`src/rtl/fsh_pkg.sv`:
```
package fsh_pkg;
    localparam int unsigned FLAG_N = 6;
    localparam int unsigned FI_CF  = 0;
    localparam int unsigned FI_PF  = 1;
    localparam int unsigned FI_AF  = 2;
    localparam int unsigned FI_ZF  = 3;
    localparam int unsigned FI_SF  = 4;
    localparam int unsigned FI_OF  = 5;

    typedef enum logic {
        ST_IDLE = 1'b0,
        ST_EMIT = 1'b1
    } fsh_state_e;
endpackage

```
`src/rtl/fsh_count_sel.sv`:
```
module fsh_count_sel #(
    parameter int unsigned IN_W = 8,
    parameter int unsigned CW   = 5
) (
    input  logic            use_imm,
    input  logic [IN_W-1:0] reg_cnt,
    input  logic [IN_W-1:0] imm_cnt,
    output logic [CW-1:0]   cnt,
    output logic            cnt_nz
);
    logic [IN_W-1:0] chosen;

    always_comb begin
        chosen = use_imm ? imm_cnt : reg_cnt;
        cnt    = chosen[CW-1:0];
        cnt_nz = |cnt;
    end
endmodule

```
`src/rtl/fsh_datapath.sv`:
```
module fsh_datapath
    import fsh_pkg::*;
#(
    parameter int unsigned W  = 32,
    parameter int unsigned CW = $clog2(W)
) (
    input  logic              dir_right,
    input  logic [W-1:0]      dst,
    input  logic [W-1:0]      src,
    input  logic [CW-1:0]     cnt,
    output logic [W-1:0]      res,
    output logic [FLAG_N-1:0] flags
);
    localparam int unsigned WW = 2 * W + 1;

    logic [WW-1:0] lwin;
    logic [WW-1:0] rwin;
    logic [W-1:0]  res_l;
    logic [W-1:0]  res_r;
    logic          cf_l;
    logic          cf_r;

    always_comb begin
        // Left: guard bit above dst catches the last bit pushed out.
        lwin  = {1'b0, dst, src} << cnt;
        res_l = lwin[2*W-1:W];
        cf_l  = lwin[2*W];
        // Right: guard bit below dst catches the last bit pushed out.
        rwin  = {src, dst, 1'b0} >> cnt;
        res_r = rwin[W:1];
        cf_r  = rwin[0];

        res   = dir_right ? res_r : res_l;
        flags = '0;
        flags[FI_CF] = dir_right ? cf_r : cf_l;
        flags[FI_OF] = dir_right ? (res_r[W-1] ^ res_r[W-2]) : (cf_l ^ res_l[W-1]);
        flags[FI_SF] = res[W-1];
        flags[FI_ZF] = (res == '0);
        flags[FI_PF] = ~^res[7:0];
        flags[FI_AF] = 1'b0;
    end
endmodule

```
`src/rtl/fsh_ctrl.sv`:
```
module fsh_ctrl
    import fsh_pkg::*;
#(
    parameter int unsigned NF = FLAG_N
) (
    input  logic          clk,
    input  logic          rst_n,
    input  logic          in_valid,
    input  logic          nz_q,
    input  logic          regform_q,
    output logic          out_valid,
    output logic          res_we,
    output logic          upper_clr,
    output logic [NF-1:0] flag_we
);
    fsh_state_e state_q;
    fsh_state_e state_d;

    always_comb begin
        state_d = state_q;
        unique case (state_q)
            ST_IDLE: state_d = in_valid ? ST_EMIT : ST_IDLE;
            ST_EMIT: state_d = in_valid ? ST_EMIT : ST_IDLE;
            default: state_d = ST_IDLE;
        endcase
    end

    always_ff @(posedge clk or negedge rst_n) begin
        if (!rst_n) state_q <= ST_IDLE;
        else        state_q <= state_d;
    end

    always_comb begin
        out_valid = 1'b0;
        res_we    = 1'b0;
        upper_clr = 1'b0;
        flag_we   = '0;
        unique case (state_q)
            ST_IDLE: ;
            ST_EMIT: begin
                out_valid = 1'b1;
                res_we    = nz_q;
                upper_clr = regform_q;
                flag_we   = {NF{nz_q}};
            end
            default: ;
        endcase
    end

    p_emit_after_in_r9: assert property (@(posedge clk) disable iff (!rst_n)
        in_valid |=> out_valid);
    p_idle_after_gap_r9: assert property (@(posedge clk) disable iff (!rst_n)
        !in_valid |=> !out_valid);
    p_we_gated_r9: assert property (@(posedge clk) disable iff (!rst_n)
        !out_valid |-> (!res_we && flag_we == '0));
    p_clr_valid_r8: assert property (@(posedge clk) disable iff (!rst_n)
        upper_clr |-> out_valid);
endmodule

```
`src/rtl/fsh_unit.sv`:
```
module fsh_unit
    import fsh_pkg::*;
#(
    parameter int unsigned W    = 32,
    parameter int unsigned IN_W = 8,
    parameter int unsigned CW   = $clog2(W)
) (
    input  logic              clk,
    input  logic              rst_n,
    input  logic              in_valid,
    input  logic              dir_right,
    input  logic              cnt_use_imm,
    input  logic [IN_W-1:0]   reg_cnt,
    input  logic [IN_W-1:0]   imm_cnt,
    input  logic              mem_form,
    input  logic [W-1:0]      dst_in,
    input  logic [W-1:0]      src_in,
    output logic              out_valid,
    output logic [W-1:0]      res_out,
    output logic              res_we,
    output logic              upper_clr,
    output logic [FLAG_N-1:0] flags_out,
    output logic [FLAG_N-1:0] flag_we
);
    logic [CW-1:0]     cnt;
    logic              cnt_nz;
    logic [W-1:0]      res_c;
    logic [FLAG_N-1:0] flags_c;
    logic              nz_q;
    logic              regform_q;

    fsh_count_sel #(.IN_W(IN_W), .CW(CW)) u_cnt (
        .use_imm (cnt_use_imm),
        .reg_cnt (reg_cnt),
        .imm_cnt (imm_cnt),
        .cnt     (cnt),
        .cnt_nz  (cnt_nz)
    );

    fsh_datapath #(.W(W), .CW(CW)) u_dp (
        .dir_right (dir_right),
        .dst       (dst_in),
        .src       (src_in),
        .cnt       (cnt),
        .res       (res_c),
        .flags     (flags_c)
    );

    always_ff @(posedge clk or negedge rst_n) begin
        if (!rst_n) begin
            res_out   <= '0;
            flags_out <= '0;
            nz_q      <= 1'b0;
            regform_q <= 1'b0;
        end else if (in_valid) begin
            res_out   <= res_c;
            flags_out <= flags_c;
            nz_q      <= cnt_nz;
            regform_q <= !mem_form;
        end
    end

    fsh_ctrl #(.NF(FLAG_N)) u_ctrl (
        .clk       (clk),
        .rst_n     (rst_n),
        .in_valid  (in_valid),
        .nz_q      (nz_q),
        .regform_q (regform_q),
        .out_valid (out_valid),
        .res_we    (res_we),
        .upper_clr (upper_clr),
        .flag_we   (flag_we)
    );

    p_zero_flag_r6: assert property (@(posedge clk) disable iff (!rst_n)
        res_we |-> (flags_out[FI_ZF] == (res_out == '0)));
    p_sign_flag_r6: assert property (@(posedge clk) disable iff (!rst_n)
        res_we |-> (flags_out[FI_SF] == res_out[W-1]));
    p_af_clear_r6: assert property (@(posedge clk) disable iff (!rst_n)
        res_we |-> !flags_out[FI_AF]);
    p_we_pair_r10: assert property (@(posedge clk) disable iff (!rst_n)
        out_valid |-> ((flag_we != '0) == res_we));
    p_right_of_r5: assert property (@(posedge clk) disable iff (!rst_n)
        (in_valid && dir_right && cnt_nz) |=>
            (flags_out[FI_OF] == (res_out[W-1] ^ res_out[W-2])));
endmodule

```
`config.mk`:
```
export PLATFORM = sky130hd
export DESIGN_NAME = fsh_unit
export DESIGN_NICKNAME = d
export VERILOG_FILES = /design/src/rtl/fsh_pkg.sv /design/src/rtl/fsh_count_sel.sv /design/src/rtl/fsh_datapath.sv /design/src/rtl/fsh_ctrl.sv /design/src/rtl/fsh_unit.sv
export SDC_FILE = /design/constraint.sdc
export NUM_CORES = 1
export LEC_CHECK = 0
export ABC_CLOCK_PERIOD_IN_PS = 1300
export BUFFER_PORTS_ARGS = -buffer_cell sky130_fd_sc_hd__clkbuf_2
export CORE_MARGIN = 2
export CORE_UTILIZATION = 57
export DETAILED_ROUTE_END_ITERATION = 8
export PLACE_DENSITY = 0.89
export SETUP_SLACK_MARGIN = 0.4
export SLEW_MARGIN = 20
export SYNTH_ARGS = -nofsm -noshare
export SYNTH_HDL_FRONTEND = slang
export SYNTH_HIERARCHICAL = 1
export SYNTH_SLANG_ARGS = --single-unit
```
`constraint.sdc`:
```
create_clock -name clk -period 1.3 [get_ports clk]
set_input_delay 0.325 -clock clk [delete_from_list [all_inputs] [get_ports clk]]
set_output_delay 0.325 -clock clk [all_outputs]
set_load 0.005 [all_outputs]
```
==> out/results.env, run 1 <==
MEAN_POST_SYNTH_CELL_AREA_UM2=9.158
GRT_MAX_DEGREE=42
CTS.ROOT.BUFFER_CELL='clkbuf_16'
HPWLAFTERDP_MM=38.42
GLOBALROUTE.TOTALOVERFLOW=420
DIE_H_UM=132.6
CTS.SINKS=41
SYNTH.TOP_CELLS.BY_AREA='mux4_2 (23%), mux2i_1 (13%), dfrtp_1 (11%), mux2_2 (10%), nand2_1 (4.2%)'
CTS.HTREE.LEVELS=2
HOLD_BUFFERS=0
SYNTH_SEQ_AREA_SHARE_PCT=10.88
NETLIST_AREA_MM2=0.009433
ERROR='[ERROR GRT-0116] Global routing finished with congestion. Check the congestion regions in the DRC Viewer.'
SYNTH_NETS=1120
PORT-BUFFER-COUNT=126
FAILING_STEP='global routing (5_1_grt)'
YOSYS_REGISTER_BITS=41
CTS_MADE_BUFFERS=5
TOP_LEVEL_PORTS=133
SYN_INST=1030
PLACEMENT_ROWS=47
SYNTH-EDFF-COUNT=0
SYNTHFLOPTYPE='dfrtp_1'
YOSYS_WARNINGS=6
TRACK_USAGE_PCT=87.19
GRT_PASS1_VIAS=17240
YOSYS.AREA.TOP_TYPE_SHARE_PCT=22.92
SYNTH_ASYNC_SR_FLOP_SHARE_PCT=100.0
CLOCK_TREE.BUFFER_DEPTH=2
WIRE_LENGTH_OF_THE_FIRST_GLOBAL_ROUTING_PASS_MM=117.4
FLOORPLAN.INITIALDENSITY_PCT=57.49
RUN_STATUS='stopped before the end'
DIE-WIDTH_UM=132.6
SYNTHDISTINCTLIBCELLS=74
GPL.FINAL_WEIGHTED_CONGESTION=1.385
SYNTH_AREA_LEADER_CELL='mux4_2'
## cell usage after synthesis, drive strengths merged, types with 4 or more instances
cell type  instances
dfrtp             41
a221o              5
a211oi            15
o211ai            22
mux4              98
buf               71
o21a               5
nor3              11
a21oi             46
a21o               8
mux2              89
a32oi              5
nor2b              8
a31oi              9
clkbuf            42
nand3             23
nor4               4
a221oi            12
and3              11
a311oi             7
xnor2              5
a211o              6
o31ai              7
mux2i            125
o32ai              5
a22oi             16
nand2            106
nor2              64
or3                4
or2                7
a22o              12
o22ai             19
o21ai             36
ha                 4
nand2b            12
and2              16
inv               10
nand4              4
## per-stage QoR
| stage | setup WS, ps | cells | area, um^2 | utilization (%) | hold slack (ps) |
|---|---|---|---|---|---|
| 2_1_floorplan | -2301 | 1030 | 9821 | - | 29.41 |
| 3_3_place_gp | -2420 | 1664 | 13110 | 79.89 | 310.4 |
| 3_5_place_dp | -2683 | 1664 | 13110 | 79.89 | 316.5 |
| 4_1_cts | -2201 | 1765 | 14960 | 91.21 | 19.60 |
## metal layers
layer | GRT usage [%] | overflow
met1 | 85.54 | 8
met2 | 100.8 | 251
met3 | 74.44 | 11
met4 | 90.80 | 147
met5 | 50.00 | 3
## repair_timing
item,CTS
pin swaps,56
gates cloned,8
resized for setup,209
setup buffers,85
endpoints found under the setup margin,85
## kinds of logic after synthesis
family          count (synthesis)  synth area share, %
compound gates                264                19.76
xor+xnor                        5               0.4642
buf+inv                       124                7.004
simple gates                  279                13.87
other cells                     1              0.03975
mux                           312                47.45
fa+ha+maj                       4               0.5306
flops                          41                10.88
==> run 2: changes to the inputs <==
Settings changed: CORE_UTILIZATION 57 to 40, PLACE_DENSITY 0.89 to unset, PLACE_DENSITY_LB_ADDON set to 0.15, SETUP_SLACK_MARGIN 0.4 to unset.
==> run 2 against run 1 <==
Net effect: the flow now finishes, with violations (negative setup slack); synthesized cell count stayed put; area after synthesis is the same.
==> out/results.env, run 2 <==
WORSTSKEWPAIRLATENCY_PS=290
WORST_R2R_PATH_DEPTH=2
DIE-WIDTH_UM=157.6
ROUTED.TOP_LAYER='met5'
CRITICALPATHCATEGORY='input pin to flip-flop'
AREA_GROWTH_PCT=76.11
ROUTE.FINAL.WIRE_LENGTH_MM=56.96
CRITICAL_PATH_REQUIRED_PS=1530
TIMING_HOLD_VIOLATIONS_FINAL=0
POST-PLACE-CELLS=1838
INITIALDRTVIOLATIONCOUNT=1671
DESIGN.FINAL.NETS=1698
MAX_REG_FLOPS=32
DIE_H_UM=157.6
SYNTH_NETS=1120
CTS.ROOT.BUFFER_CELL='clkbuf_16'
GRT_ANTENNA_BEFORE_REPAIR=5
PORT-BUFFER-COUNT=126
POST_LAYOUT_NONFILLER_INSTANCES=1928
LAYOUT-DRIVE-GT1-SHARE_PCT=67.74
TRACK_USAGE_PCT=44.95
GRT_PASS1_VIAS=12120
POWER_DENS_CELLS_mW_PER_MM2=840.0
CELLINTERNALPOWER_uW=7926
UNREPAIRED_SETUP_ENDPOINTS_AFTER_GLOBAL_ROUTING='true'
MAX_SLEW.WORST_PIN.SLEW_PS=779.7
SYNTH_AREA_LEADER_CELL='mux4_2'
CTS.SINKS=41
CLOCKPOWERSHARE_PCT=8.6
FINAL_PERIOD_UTIL_PCT=273.1
ROUTED_VIA_DENSITY=6.552
DRT.ANTENNA.VIOLATING_NETS=0
POWER.SWITCHING_uW=6029
MEAN_POST_SYNTH_CELL_AREA_UM2=9.158
SYNTH-EDFF-COUNT=0
CRITICAL_PATH.MAX_FANOUT=7
COREAREA_MM2=0.02333
PLACEMENT_ROWS=56
YOSYS_WARNINGS=6
MAX-SLEW-MARGIN-REL_PCT=46.67
FIN_WS_PS=-2250
NETLIST_AREA_MM2=0.009433
POST-ROUTE-DRC-COUNT=0
PEAKVDDDROP_V=0.0008093
ROUTE.MET3.WL_MM=6.495
YOSYS_REGISTER_BITS=41
REGISTERS.TOP_BY_FF_COUNT='res_out'
ARRIVAL_PS=3780
LAYOUT_COMMONEST_CELL='buf_4'
SWSHARE_PCT=43.20
PATH_CLK_SLEW_PS=60
TIMING.FMAX_GHz=0.2817
SYNTH.TOP_CELLS.BY_AREA='mux4_2 (23%), mux2i_1 (13%), dfrtp_1 (11%), mux2_2 (10%), nand2_1 (4.2%)'
ROUTED-WL-MET2_MM=24.68
TOP_LEVEL_PORTS=133
VIOLATIONS='negative setup slack'
GLOBALROUTE.TOTALOVERFLOW=0
POST-PLACE-WS_PS=-2671
CRITPATHCAPTURETYPE='flip-flop'
SYNTH_ASYNC_SR_FLOP_SHARE_PCT=100.0
COUNT_OF_MAXIMUM_CAPACITANCE_VIOLATIONS=0
SYNTHFLOPTYPE='dfrtp_1'
SYNTHDISTINCTLIBCELLS=74
CTS_MADE_BUFFERS=5
ROUTED_LENGTH_ON_MET1_MM=21.38
FIN_CRIT_PS=3550
DESIGN.DIE.AREA_MM2=0.02483
GRT_MAX_DEGREE=42
FIN_WORST_SKEW_PS=0
TIMING.RR.START='nz_q'
SYNTH.TOP_CELLS.BY_COUNT='mux2i_1 (125), nand2_1 (106), mux4_2 (96)'
FLOORPLAN.INITIALDENSITY_PCT=40.43
GPL.FINAL_WEIGHTED_CONGESTION=1.065
POWER_uW=13950
SYN_INST=1030
CTS.HTREE.LEVELS=2
LAYOUT_TOP_REGISTERS='res_out x32, flags_out x6'
NUM_VIAS=12630
LAYOUT.CELLS.MOST_COMMON_LIST='buf_4 (445), clkbuf_2 (118), nand2_1 (98)'
WIRE_LENGTH_OF_THE_FIRST_GLOBAL_ROUTING_PASS_MM=80.59
POWER.SHARE.SEQUENTIAL_PCT=12.7
ANTENNA-DIODE-COUNT=0
WORSTREG2REGEND='nz_q'
FIRST_PASS_ITERS=6
HOLD_PATH_CLASS='input pin to asynchronous set/reset pin'
YOSYS.AREA.TOP_TYPE_SHARE_PCT=22.92
CLOCK_TREE.BUFFER_DEPTH=2
SLEW_VIOL_FINAL=0
POWER.SHARE.COMBINATIONAL_PCT=78.7
SETUP-VIOLATIONS-FINAL=45
SYNTH_SEQ_AREA_SHARE_PCT=10.88
STARTPOINT_TYPE='input pin'
FIN_HOLD_WS_PS=3.443
SYNTHMOSTINSTANTIATEDCELL='mux2i_1'
CLOCK_TREE_FROM_TRITONCTS='done'
RUN_STATUS='complete, but fails checks'
HPWLAFTERDP_MM=43.48
FINAL_CORE_UTILIZATION_PCT=71.20
LEAKAGE_uW=0.007397
WIRE_PER_INST_UM=29.54
RRSETUPSLACK_PS=430
## run 2: cell counts after synthesis
Identical to the previous run, type by type.
## run 2: final cells by class
| class | instances | area (um^2) |
|---|---|---|
| clock buffer | 5 | 125.1 |
| sequential | 41 | 1027 |
| timing repair buffer | 681 | 5663 |
| multi-input combinational | 868 | 9319 |
| clock inverter | 3 | 17.52 |
| inverter | 11 | 61.31 |
| tap | 319 | 399.1 |
| fill | 1851 | 6720 |
## run 2: repair_timing
| action | CTS | global route |
|---|---|---|
| gates resized for setup | 278 | 133 |
| hold buffers | 0 | 0 |
| setup buffers | 64 | 35 |
| cloned | 8 | 0 |
| endpoints found under the setup margin | 45 | 47 |
| pin swaps | 52 | 53 |
| endpoints found under the hold margin | 0 | 0 |
## run 2: worst max-delay path by stage
stage,start,to,slack (ps),cells after the start
final,cnt_use_imm,flags_out[3],-2250,14
after global routing,cnt_use_imm,flags_out[3],-2450,14
after CTS,cnt_use_imm,flags_out[3],-2170,14
after detailed placement,cnt_use_imm,flags_out[3],-2670,15
after global placement,cnt_use_imm,flags_out[3],-2650,15
after floorplan,cnt_use_imm,flags_out[3],-2300,18
## run 2: metal layers
metal  track usage, %  vias up
li1                 -     5255
met1            57.58     6118
met2            69.12      993
met3            10.52      259
met4            26.45        8
met5                0        -
## run 2: through the flow
step                TNS [ps]  area (um^2)
CTS                   -58670        15830
global route          -62150        16610
global placement      -75570        13890
floorplan             -52910         9799
finish                -60700        16610
detailed placement    -76190        13890
## run 2: cell families after synthesis
kind of cell               Yosys count  synth area share (%)
muxes                              312                 47.45
and+or+nand+nor                    279                 13.87
AOI/OAI and AO/OA                  264                 19.76
buffers and inverters              124                 7.004
DFF                                 41                 10.88
xor gates and xnor gates             5                0.4642
adders and majority gates            4                0.5306
other                                1               0.03975
## run 2: critical path, cell delays in order
cell,delay [ps]
clkbuf_16,120
buf_8,110
mux2_8,420
buf_16,160
buf_12,150
mux4_2,350
nand2b_4,160
a211o_1,290
or3_4,420
a221o_1,390
nor4_1,240
nand4_1,160
nor4_2,280
mux2_4,180
## run 2: power groups by stage
| stage | Combinational, uW | Clock, uW | Sequential (uW) |
|---|---|---|---|
| after CTS | 9950 | 1220 | 1770 |
| final | 11000 | 1190 | 1780 |
| after floorplan | 4200 | 0 | 1780 |
| after global routing | 11300 | 1280 | 1830 |
| after detailed placement | 8590 | 0 | 1780 |
| after global placement | 8560 | 0 | 1770 |
Power figures use the tool's default switching activity.
==> run 3: changes to the inputs <==
==> constraint.sdc (replaced) <==
create_clock -name clk -period 1.3 [get_ports clk]
set_input_delay 0.065 -clock clk [delete_from_list [all_inputs] [get_ports clk]]
set_output_delay 0.065 -clock clk [all_outputs]
set_load 0.005 [all_outputs]
==> run 3 against run 2 <==
Net effect: the run still ends with negative setup slack left; global-route usage decreased by 3.0 points; sequential share of layout area is 0.17 points higher; first-iteration DRC count shrank 20%; clock power up 22%; final cell count down 1.8%; combinational power is 5% lower; non-clock buffer count shrank 33; fmax rose by 8.4%.
==> out/results.env, run 3 (synthesized netlist as in run 2, its figures left out) <==
DESIGN.DIE.AREA_MM2=0.02483
CRITICAL_PATH_REQUIRED_PS=1530
REGISTERS.TOP_BY_FF_COUNT='res_out'
COUNT_OF_MAXIMUM_CAPACITANCE_VIOLATIONS=0
DIE_H_UM=157.6
FIRST_PASS_ITERS=6
POST_LAYOUT_NONFILLER_INSTANCES=1894
CTS_MADE_BUFFERS=5
TOTAL_NEGATIVE_SETUP_SLACKS_PS=-51230
ARRIVAL_PS=3500
CTS.ROOT.BUFFER_CELL='clkbuf_16'
WORSTSKEWPAIRLATENCY_PS=290
TOP_LEVEL_PORTS=133
DESIGN.FINAL.NETS=1664
LAYOUT_COMMONEST_CELL='buf_4'
LAYOUT-DRIVE-GT1-SHARE_PCT=65.90
RRSETUPSLACK_PS=490
RUN_STATUS='complete, but fails checks'
ANTENNA-DIODE-COUNT=0
POWER_DENS_CELLS_mW_PER_MM2=850.7
CLOCK_TREE.BUFFER_DEPTH=2
DIE-WIDTH_UM=157.6
SLEW_VIOL_FINAL=0
PLACEMENT_ROWS=56
GRT_PASS1_VIAS=11520
GLOBALROUTE.TOTALOVERFLOW=0
CRITICAL_PATH.MAX_FANOUT=8
CRIT_PATH_TOP_DELAY_CELL='mux4_2'
FIN_CRIT_PS=3276
GPL.FINAL_WEIGHTED_CONGESTION=1.071
FIN_WS_PS=-1976
DRT.ANTENNA.VIOLATING_NETS=0
CELL_CHAIN_CRITICAL_PATH='clkbuf_2, mux2_8, buf_12, buf_16, buf_12, mux4_2, and3_1, a211o_1, or3_4, a221o_1, nor4_2, nand4_1, nor4_2, mux2_4'
ROUTED_LENGTH_ON_MET1_MM=20.54
MAX-SLEW-MARGIN-REL_PCT=47.04
CTS.HTREE.LEVELS=2
FLOORPLAN.INITIALDENSITY_PCT=40.43
TIMING_HOLD_VIOLATIONS_FINAL=0
INITIALDRTVIOLATIONCOUNT=1337
GRT_MAX_DEGREE=45
MAX_REG_FLOPS=32
FINAL_PERIOD_UTIL_PCT=252.0
LAYOUT.CELLS.MOST_COMMON_LIST='buf_4 (427), clkbuf_2 (125), nand2_1 (101)'
LAYOUT_TOP_REGISTERS='res_out x32, flags_out x6'
CRITICALPATHCATEGORY='input pin to flip-flop'
POWER_uW=13740
TIMING.FMAX_GHz=0.3052
COREAREA_MM2=0.02333
CTS.SINKS=41
POST-PLACE-CELLS=1821
UNREPAIRED_SETUP_ENDPOINTS_AFTER_GLOBAL_ROUTING='true'
PATH_BUF_INV=4
CLOCK_TREE_FROM_TRITONCTS='done'
WIRE_PER_INST_UM=28.16
GRT_ANTENNA_BEFORE_REPAIR=0
PEAKVDDDROP_V=0.0008883
SETUP-VIOLATIONS-FINAL=38
NUM_VIAS=12220
MAX_SLEW.WORST_PIN.SLEW_PS=792.8
LEAKAGE_uW=0.007150
HOLD_PATH_CLASS='input pin to flip-flop'
FIN_WORST_SKEW_PS=0
ROUTED-WL-MET2_MM=23.75
PORT-BUFFER-COUNT=126
ROUTED.TOP_LAYER='met4'
CRITICAL_PATH.TOP_DELAY_FAMILY='simple AND/OR/NAND/NOR gates'
VIOLATIONS='negative setup slack'
CRITPATHCAPTURETYPE='flip-flop'
POST-ROUTE-DRC-COUNT=0
WIRE_LENGTH_OF_THE_FIRST_GLOBAL_ROUTING_PASS_MM=75.69
ROUTE.FINAL.WIRE_LENGTH_MM=53.33
STARTPOINT_TYPE='input pin'
AREA_GROWTH_PCT=71.18
CRITICAL_PATH.MAX_STAGE_DELAY_PS=440
ROUTE.MET3.WL_MM=5.854
TRACK_USAGE_PCT=41.93
HPWLAFTERDP_MM=43.12
PATH_CLK_SLEW_PS=60
ROUTED_VIA_DENSITY=6.449
[run 3: cell type report]
cell class | count | area (um^2)
inverter | 11 | 58.81
multi-input combinational | 867 | 9195
fill | 1919 | 7186
timing repair buffer | 648 | 5291
clock buffer | 6 | 138.9
clock inverter | 2 | 37.54
tap | 319 | 399.1
sequential | 41 | 1026
[run 3: final timing paths]
check                                   from        endpoint  cells after the start
worst min-delay path                in_valid  u_ctrl/state_q                      2
min in group asynchronous              rst_n      res_out[0]                      3
worst max-delay path              imm_cnt[1]    flags_out[3]                     14
worst min register to register    res_out[2]      res_out[2]                      1
worst max register to register  flags_out[0]    flags_out[0]                      1
max in group asynchronous              rst_n    flags_out[2]                      3
[run 3: stage by stage]
stage	utilization [%]	hold slack (ps)	setup slack (ps)	area, um^2
global placement	59.05	149.9	-2344	13780
global route	69.20	130.8	-2061	16150
finish	69.20	132.6	-1976	16150
detailed placement	59.05	149.8	-2383	13780
CTS	64.88	123.5	-2009	15140
floorplan	-	-230.6	-2041	9799
[run 3: what timing repair did]
item / CTS / global route
endpoints found under the setup margin: 38 / 38
hold endpoints to repair: 42 / 0
hold buffers: 2 / 0
cloned: 2 / 4
pin swaps: 36 / 53
resized for setup: 198 / 140
buffers inserted: 34 / 35
[run 3: report_power, final]
group / switching (uW) / internal (uW) / total, uW / leakage (uW)
clock: 493 / 957 / 1450 / 0.0000831
combinational: 5110 / 5410 / 10500 / 0.00659
sequential: 178 / 1590 / 1770 / 0.000481
[run 3: routing by layer]
layer  vias to the layer above  GRT usage (%)
met2                       868          65.83
met3                       183          8.563
met1                      5980          55.25
met4                         0          19.91
met5                         -              0
li1                       5184              -
